**config.mk**
```make
export PLATFORM = sky130hd
export DESIGN_NAME = lock_tlb
export DESIGN_NICKNAME = d
export VERILOG_FILES = /design/src/rtl/lock_tlb_pkg.sv /design/src/rtl/lock_tlb_match.sv /design/src/rtl/lock_tlb_prio.sv /design/src/rtl/lock_tlb_ctrl.sv /design/src/rtl/lock_tlb.sv
export SDC_FILE = /design/constraint.sdc
export NUM_CORES = 2
export LEC_CHECK = 0
export BUFFER_PORTS_ARGS = -buffer_cell sky130_fd_sc_hd__buf_2
export CORE_ASPECT_RATIO = 1.75
export CORE_MARGIN = 2
export CORE_UTILIZATION = 40
export CTS_CLUSTER_DIAMETER = 150
export CTS_CLUSTER_SIZE = 12
export DETAILED_ROUTE_END_ITERATION = 8
export HOLD_SLACK_MARGIN = 0.05
export PLACE_DENSITY = 0.59
export RECOVER_POWER = 25
export SLEW_MARGIN = 40
export SYNTH_ARGS = -nofsm -noshare
export SYNTH_HDL_FRONTEND = slang
export SYNTH_SLANG_ARGS = --single-unit
```
**constraint.sdc**
```tcl
create_clock -name clk -period 6.85 [get_ports clk]
set_input_delay 1.0275 -clock clk [delete_from_list [all_inputs] [get_ports clk]]
set_output_delay 1.0275 -clock clk [all_outputs]
set_load 0.02 [all_outputs]
```
**src/rtl/lock_tlb_pkg.sv**
```systemverilog
package lock_tlb_pkg;

  typedef enum logic [2:0] {
    OP_NONE      = 3'd0,
    OP_LOCK_WR   = 3'd1,
    OP_READ      = 3'd2,
    OP_LOAD      = 3'd3,
    OP_FLUSH_VA  = 3'd4,
    OP_FLUSH_ALL = 3'd5
  } tlb_op_e;

  localparam int LOCK_BASE_LSB = 10;
  localparam int LOCK_VICT_LSB = 4;
  localparam int MIN_PAGE_BITS = 12;

  // log2 of the page size for a two-bit size code
  function automatic int pg_shift(input logic [1:0] sz);
    return MIN_PAGE_BITS + 4 * int'(sz);
  endfunction

endpackage

```
**src/rtl/lock_tlb_match.sv**
```systemverilog
module lock_tlb_match #(
  parameter int N  = 16,
  parameter int AW = 32
) (
  input  logic [N-1:0]  ent_v,
  input  logic [AW-1:0] ent_tag [N],
  input  logic [AW-1:0] ent_msk [N],
  input  logic [AW-1:0] probe,
  output logic [N-1:0]  hit
);

  for (genvar gi = 0; gi < N; gi++) begin : g_cmp
    assign hit[gi] = ent_v[gi] && (((probe ^ ent_tag[gi]) & ent_msk[gi]) == '0);
  end

endmodule

```
**src/rtl/lock_tlb_prio.sv**
```systemverilog
module lock_tlb_prio #(
  parameter int N  = 16,
  parameter int IW = 4
) (
  input  logic [N-1:0]  req,
  output logic          any,
  output logic [IW-1:0] idx
);

  always_comb begin
    any = 1'b0;
    idx = '0;
    for (int i = N - 1; i >= 0; i--) begin
      if (req[i]) begin
        any = 1'b1;
        idx = IW'(i);
      end
    end
  end

endmodule

```
**src/rtl/lock_tlb_ctrl.sv**
```systemverilog
module lock_tlb_ctrl #(
  parameter int ENTRIES = 16,
  parameter int LF_W    = 5
) (
  input  logic            clk,
  input  logic            rst,
  input  logic            do_lock,
  input  logic [LF_W-1:0] wr_base,
  input  logic [LF_W-1:0] wr_vict,
  input  logic            do_load,
  input  logic            keep,
  input  logic            do_gflush,
  output logic [LF_W-1:0] base_q,
  output logic [LF_W-1:0] vict_q,
  output logic            load_go,
  output logic [LF_W-1:0] load_slot,
  output logic            busy_q
);

  localparam logic [LF_W-1:0] N_L = LF_W'(ENTRIES);

  logic            full;
  logic [LF_W-1:0] base_n, next_v, vict_n;

  always_comb begin
    full = (base_q >= N_L);
    load_go = do_load && !full;
    if (keep || vict_q < base_q || vict_q >= N_L) load_slot = base_q;
    else                                          load_slot = vict_q;
    base_n = keep ? base_q + 1'b1 : base_q;
    next_v = load_slot + 1'b1;
    vict_n = (next_v == N_L) ? base_n : next_v;
  end

  always_ff @(posedge clk) begin
    if (rst) begin
      base_q <= '0;
      vict_q <= '0;
      busy_q <= 1'b0;
    end else begin
      busy_q <= do_load && full;
      if (do_gflush) begin
        base_q <= '0;
        vict_q <= '0;
      end else if (do_lock) begin
        base_q <= wr_base;
        vict_q <= wr_vict;
      end else if (load_go) begin
        base_q <= base_n;
        vict_q <= vict_n;
      end
    end
  end

  // after an accepted load the victim sits inside the window
  a_r4_vict_in_window: assert property (@(posedge clk) disable iff (rst)
    load_go |=> (vict_q >= base_q) && (vict_q <= N_L));

  // a keep load moves the base up by exactly one
  a_r5_base_step: assert property (@(posedge clk) disable iff (rst)
    (load_go && keep) |=> base_q == LF_W'($past(base_q) + 1'b1));

  // a refused load flags busy and leaves the lock fields alone
  a_r6_full_busy: assert property (@(posedge clk) disable iff (rst)
    (do_load && base_q >= N_L) |=> busy_q && base_q == $past(base_q) && vict_q == $past(vict_q));

  // global flush clears both lock fields
  a_r10_lock_zero: assert property (@(posedge clk) disable iff (rst)
    do_gflush |=> base_q == '0 && vict_q == '0);

endmodule

```
**src/rtl/lock_tlb.sv**
```systemverilog
module lock_tlb
  import lock_tlb_pkg::*;
#(
  parameter int ENTRIES = 16,
  parameter int AW      = 32,
  parameter int ATTR_W  = 4,
  parameter int LF_W    = 5
) (
  input  logic              clk,
  input  logic              rst,
  input  logic              cmd_valid,
  input  logic [2:0]        cmd_op,
  input  logic [LF_W-1:0]   lock_wr_base,
  input  logic [LF_W-1:0]   lock_wr_vict,
  input  logic [AW-1:0]     cmd_addr,
  input  logic [1:0]        cmd_pgsz,
  input  logic [AW-1:0]     cmd_pa,
  input  logic [ATTR_W-1:0] cmd_attr,
  input  logic              cmd_keep,
  output logic [31:0]       lock_rdata,
  output logic              rd_done,
  output logic [31:0]       rd_cam,
  output logic [31:0]       rd_ram,
  output logic              load_busy,
  input  logic              lk_valid,
  input  logic [AW-1:0]     lk_addr,
  output logic              lk_hit,
  output logic              lk_miss,
  output logic [AW-1:0]     lk_pa,
  output logic [ATTR_W-1:0] lk_attr
);

  localparam int IW = (ENTRIES > 1) ? $clog2(ENTRIES) : 1;
  localparam logic [LF_W-1:0] N_L = LF_W'(ENTRIES);
  localparam logic [31:0] PAGE_BITS = 32'hFFFF_F000;

  // slot storage: flags in flops, address and attribute words kept without reset
  logic [ENTRIES-1:0] ent_v, ent_k;
  logic [AW-1:0]      ent_va  [ENTRIES];
  logic [AW-1:0]      ent_pa  [ENTRIES];
  logic [AW-1:0]      ent_msk [ENTRIES];
  logic [1:0]         ent_sz  [ENTRIES];
  logic [ATTR_W-1:0]  ent_at  [ENTRIES];

  logic op_lock, op_read, op_load, op_flva, op_gfl;
  always_comb begin
    op_lock = cmd_valid && cmd_op == OP_LOCK_WR;
    op_read = cmd_valid && cmd_op == OP_READ;
    op_load = cmd_valid && cmd_op == OP_LOAD;
    op_flva = cmd_valid && cmd_op == OP_FLUSH_VA;
    op_gfl  = cmd_valid && cmd_op == OP_FLUSH_ALL;
  end

  for (genvar gi = 0; gi < ENTRIES; gi++) begin : g_mask
    assign ent_msk[gi] = {AW{1'b1}} << pg_shift(ent_sz[gi]);
  end

  logic [LF_W-1:0] base_q, vict_q, load_slot;
  logic            load_go;

  lock_tlb_ctrl #(.ENTRIES(ENTRIES), .LF_W(LF_W)) u_ctrl (
    .clk(clk), .rst(rst),
    .do_lock(op_lock), .wr_base(lock_wr_base), .wr_vict(lock_wr_vict),
    .do_load(op_load), .keep(cmd_keep), .do_gflush(op_gfl),
    .base_q(base_q), .vict_q(vict_q),
    .load_go(load_go), .load_slot(load_slot), .busy_q(load_busy)
  );

  assign lock_rdata = (32'(base_q) << LOCK_BASE_LSB) | (32'(vict_q) << LOCK_VICT_LSB);

  // lookup and address-flush comparators
  logic [ENTRIES-1:0] lk_hits, fl_hits;

  lock_tlb_match #(.N(ENTRIES), .AW(AW)) u_lk_match (
    .ent_v(ent_v), .ent_tag(ent_va), .ent_msk(ent_msk), .probe(lk_addr), .hit(lk_hits)
  );

  lock_tlb_match #(.N(ENTRIES), .AW(AW)) u_fl_match (
    .ent_v(ent_v), .ent_tag(ent_va), .ent_msk(ent_msk), .probe(cmd_addr), .hit(fl_hits)
  );

  logic          lk_any;
  logic [IW-1:0] lk_idx;

  lock_tlb_prio #(.N(ENTRIES), .IW(IW)) u_prio (
    .req(lk_hits), .any(lk_any), .idx(lk_idx)
  );

  // flag updates
  always_ff @(posedge clk) begin
    if (rst) begin
      ent_v <= '0;
      ent_k <= '0;
    end else if (op_gfl) begin
      ent_v <= '0;
      ent_k <= '0;
    end else if (op_flva) begin
      ent_v <= ent_v & ~fl_hits;
      ent_k <= ent_k & ~fl_hits;
    end else if (load_go) begin
      ent_v[load_slot[IW-1:0]] <= 1'b1;
      ent_k[load_slot[IW-1:0]] <= cmd_keep;
    end
  end

  // slot contents, one write port
  logic [AW-1:0] ld_msk;
  assign ld_msk = {AW{1'b1}} << pg_shift(cmd_pgsz);

  always_ff @(posedge clk) begin
    if (load_go) begin
      ent_va[load_slot[IW-1:0]] <= cmd_addr & ld_msk;
      ent_pa[load_slot[IW-1:0]] <= cmd_pa & ld_msk;
      ent_sz[load_slot[IW-1:0]] <= cmd_pgsz;
      ent_at[load_slot[IW-1:0]] <= cmd_attr;
    end
  end

  // read port at the victim pointer
  logic [IW-1:0] rd_idx;
  logic          rd_ok;
  assign rd_idx = vict_q[IW-1:0];
  assign rd_ok  = (vict_q < N_L) && ent_v[rd_idx];

  always_ff @(posedge clk) begin
    if (rst) begin
      rd_done <= 1'b0;
      rd_cam  <= '0;
      rd_ram  <= '0;
    end else begin
      rd_done <= op_read;
      if (op_read) begin
        if (rd_ok) begin
          rd_cam <= (32'(ent_va[rd_idx]) & PAGE_BITS) | {28'd0, 1'b1, ent_k[rd_idx], ent_sz[rd_idx]};
          rd_ram <= (32'(ent_pa[rd_idx]) & PAGE_BITS) | 32'(ent_at[rd_idx]);
        end else begin
          rd_cam <= '0;
          rd_ram <= '0;
        end
      end
    end
  end

  // registered lookup result
  always_ff @(posedge clk) begin
    if (rst) begin
      lk_hit  <= 1'b0;
      lk_miss <= 1'b0;
      lk_pa   <= '0;
      lk_attr <= '0;
    end else begin
      lk_hit  <= lk_valid && lk_any;
      lk_miss <= lk_valid && !lk_any;
      if (lk_valid && lk_any) begin
        lk_pa   <= ent_pa[lk_idx] | (lk_addr & ~ent_msk[lk_idx]);
        lk_attr <= ent_at[lk_idx];
      end
    end
  end

  // hit and miss are exclusive
  a_r3_hit_miss_excl: assert property (@(posedge clk) disable iff (rst)
    !(lk_hit && lk_miss));

  // a miss only follows a lookup request
  a_r3_miss_needs_req: assert property (@(posedge clk) disable iff (rst)
    lk_miss |-> $past(lk_valid));

  // no slot covering the flushed address survives
  a_r9_flush_clears: assert property (@(posedge clk) disable iff (rst)
    op_flva |=> (ent_v & $past(fl_hits)) == '0);

  // global flush empties the buffer
  a_r10_all_invalid: assert property (@(posedge clk) disable iff (rst)
    op_gfl |=> ent_v == '0);

  // read data is flagged the cycle after the command
  a_r8_read_done: assert property (@(posedge clk) disable iff (rst)
    op_read |=> rd_done);

endmodule

```
==> results.ini <==
[outcome]
status=complete, but fails checks
violations=capacitance limit, slew limit

[worst_setup_path]
crit_required_ns=7.36
crit_type=in -> reg
cp-end-kind=register
cp_top_family=buffers and inverters
crit_slowest_cell=clkbuf_1
critical-path-max-stage-delay_ns=1.61
critPathMaxFanout=42
start_kind=input port
crit_buf_inv=3
worstPathArrival_ns=6.08
cpMostUsedCell=clkbuf_1
path_cells=clkbuf_1, inv_1, o21ai_4, clkbuf_1, a21oi_1

[route]
viasPerCell=6.06
routedWlPerCell_um=33.9
wirelength_um=236000
drc_errors=0
drt-pass1-iter-count=5
ant_nets=0
vias=42075
first_iter_violations=3956

[clocking]
htreeDepth=3
hold_buffers=0
cts_setup_buffers=0
ctsResizeCount=0
cts.path.max_buffers=3
clockRootBuffer=clkbuf_16
clk_latency_ns=0.77
cts_inserted_buffers=109
clk_pin_slew_ns=0.07
cts.sinks=1190
cts_tree=yes

[global_routing]
grtUsageTotal_pct=29.6
antenna_found_initial=11
grt_pass1_wl_um=326000
grt_max_degree=80
grt_pass1_vias=42694
overflow=0

[finish]
area_delta_synth_final_pct=11.2
seqCellArea_um2=34400
fillerInstances=13962
drive_gt1_share_pct=15.2
finalNonFillerCells=6948
fin_nets=5023
multiInputGateArea_um2=25700

[logic_synthesis]
ys_ff_latch=1190
ys_warn_count=0
syn_area_um2=61600
synthFlopType=edfxtp_1
synth.most_common_cell=edfxtp_1
synthTopCellsByArea=edfxtp_1, xnor2_1, mux4_2
avgSynthCellArea_um2=13.3
synthArstFlopShare_pct=0
ys_top_cells_by_count=edfxtp_1, xnor2_1, nand2_1
yosysTopAreaCellShare_pct=51.4
synth_cell_types=80
synth_edf_count=1056
synthCells=4640
synth-seq-area-share_pct=55.8
synth_top_cell_by_area=edfxtp_1

[sta]
worst_pin_slew_ns=2.47
rsz0062_at_grt=no
fmax_mhz=180
min_period_ns=5.56
relSlewSlack_pct=-64.4
setup_viol=0
slew_violations=156
finClkSkew_ns=0.0364
hold_viol=0
tns_ns=0
final.setup.worst_slack_ns=1.29
fin_crit_sh_pct=81.2

[pwr]
switchingPower_mw=3.44
p_int_mw=11.2
ir_worst_vdd_mv=0.215
powerDensity_nw_per_um2=214
p_leak_nw=21.4
pwr-share-comb_pct=6.2
switching_share_pct=23.5
power_frac_clock_pct=39.9
pwr-share-seq_pct=53.9
power_mw=14.7

[min_path]
hold_class=reg -> reg

[placed_design]
portBuffers=213
preCtsSetupSlack_ns=0.766
dp_hpwl_um=165000
dp_cells=6743
place.gp.congestion=1.01

[floorplanning]
std_cell_rows=190
die_x_um=301
io_pins=256
floorplan.initialDensity_pct=40.3
die_h_um=523
die_area_um2=157000
design.core.area_um2=153000

[flow_run]
cap_violations=5

==> per-layer routing <==
metal  track usage [%]  part of all wire (%)  vias to the layer above
li1                  -                     -                    17726
met1              32.3                    34                    21619
met2              50.9                    50                     2074
met3              4.71                   6.8                      648
met4              23.9                   9.4                        8
met5                 0                 0.021                        -
==> state kept, by name (all words and copies together), names as in the netlist, named ones only <==
name	flops
ent_pa	512
ent_va	448
ent_at	64
ent_sz	32
lk_pa	32
rd_cam	24
rd_ram	24
ent_k	16
ent_v	16
u_ctrl.base_q	5
u_ctrl.vict_q	5
lk_attr	4
lk_hit	1
lk_miss	1
rd_done	1
u_ctrl.busy_q	1
==> final cells by class <==
class                           count  area share [%]
Clock inverter                      7           0.152
Sequential cell                  1190            50.2
Antenna cell                        4          0.0146
Clock buffer                      193            4.47
Multi-Input combinational cell   3087            37.5
Timing Repair Buffer              391            3.66
Tap cell                         2016            3.68
Inverter                           60           0.347
==> layout by cell type (no fill, tap or decap), drive strengths merged, types with 31 or more instances in the layout <==
master / n
o22ai: 49
o21ai: 70
nand2: 407
buf: 299
edfxtp: 1056
and2: 37
ha: 64
mux2i: 180
nor2: 124
conb: 38
a41oi: 65
nor3: 60
inv: 65
a21oi: 149
nand2b: 58
nand4: 130
mux4: 239
xor2: 223
clkbuf: 285
nor4: 31
nand3: 155
dfxtp: 134
xnor2: 677
==> power by group through the flow <==
stage	registers, mW	clock network, mW	logic [mW]
floorplan	8.06	0	0.608
global placement	8.07	0	0.889
detailed placement	8.07	0	0.902
CTS	7.91	5.91	0.906
global route	7.91	6.15	0.957
finish	7.91	5.85	0.909
==> worst reg2reg max path: cells and delay by family (launching register included) <==
family	cells	cell delay, ns
flip-flops	1	0.43
adder cells (fa/ha/maj)	1	0.51
AND/OR/NAND/NOR	5	1.64
AO/OA/AOI/OAI	8	2.62
buffers and inverters	1	0.15
==> per-stage QoR <==
step	hold slack (ns)	util (%)	area, um^2
finish	0.452	44.8	68500
global route	0.477	44.8	68500
CTS	0.453	44.8	68600
detailed placement	0.443	42.8	65500
global placement	0.440	42.7	65300
floorplan	0.446	-	61800
==> final timing paths <==
check	cells after the start	from	slack (ns)	to
max reg2reg	15	ent_sz[13][1]$_DFFE_PP_	1.36	lk_pa[16]$_SDFFE_PP0P_
min reg2reg	2	rd_cam[12]$_SDFFE_PP0P_	0.45	rd_cam[12]$_SDFFE_PP0P_
min	2	rd_cam[12]$_SDFFE_PP0P_	0.45	rd_cam[12]$_SDFFE_PP0P_
max	5	rst	1.29	u_ctrl.vict_q[3]$_SDFFE_PP0N_
==> logic make-up after synthesis <==
group | Yosys count | share of synthesized area [%]
adders and majority gates | 64 | 1.30
DFF | 1190 | 55.8
other | 1 | 0.00608
buffers and inverters | 400 | 3.26
AOI/OAI and AO/OA | 572 | 6.40
xor gates and xnor gates | 900 | 12.8
muxes | 438 | 12.0
and+or+nand+nor | 1075 | 8.46
No activity file was read; power rests on OpenSTA's default activity.
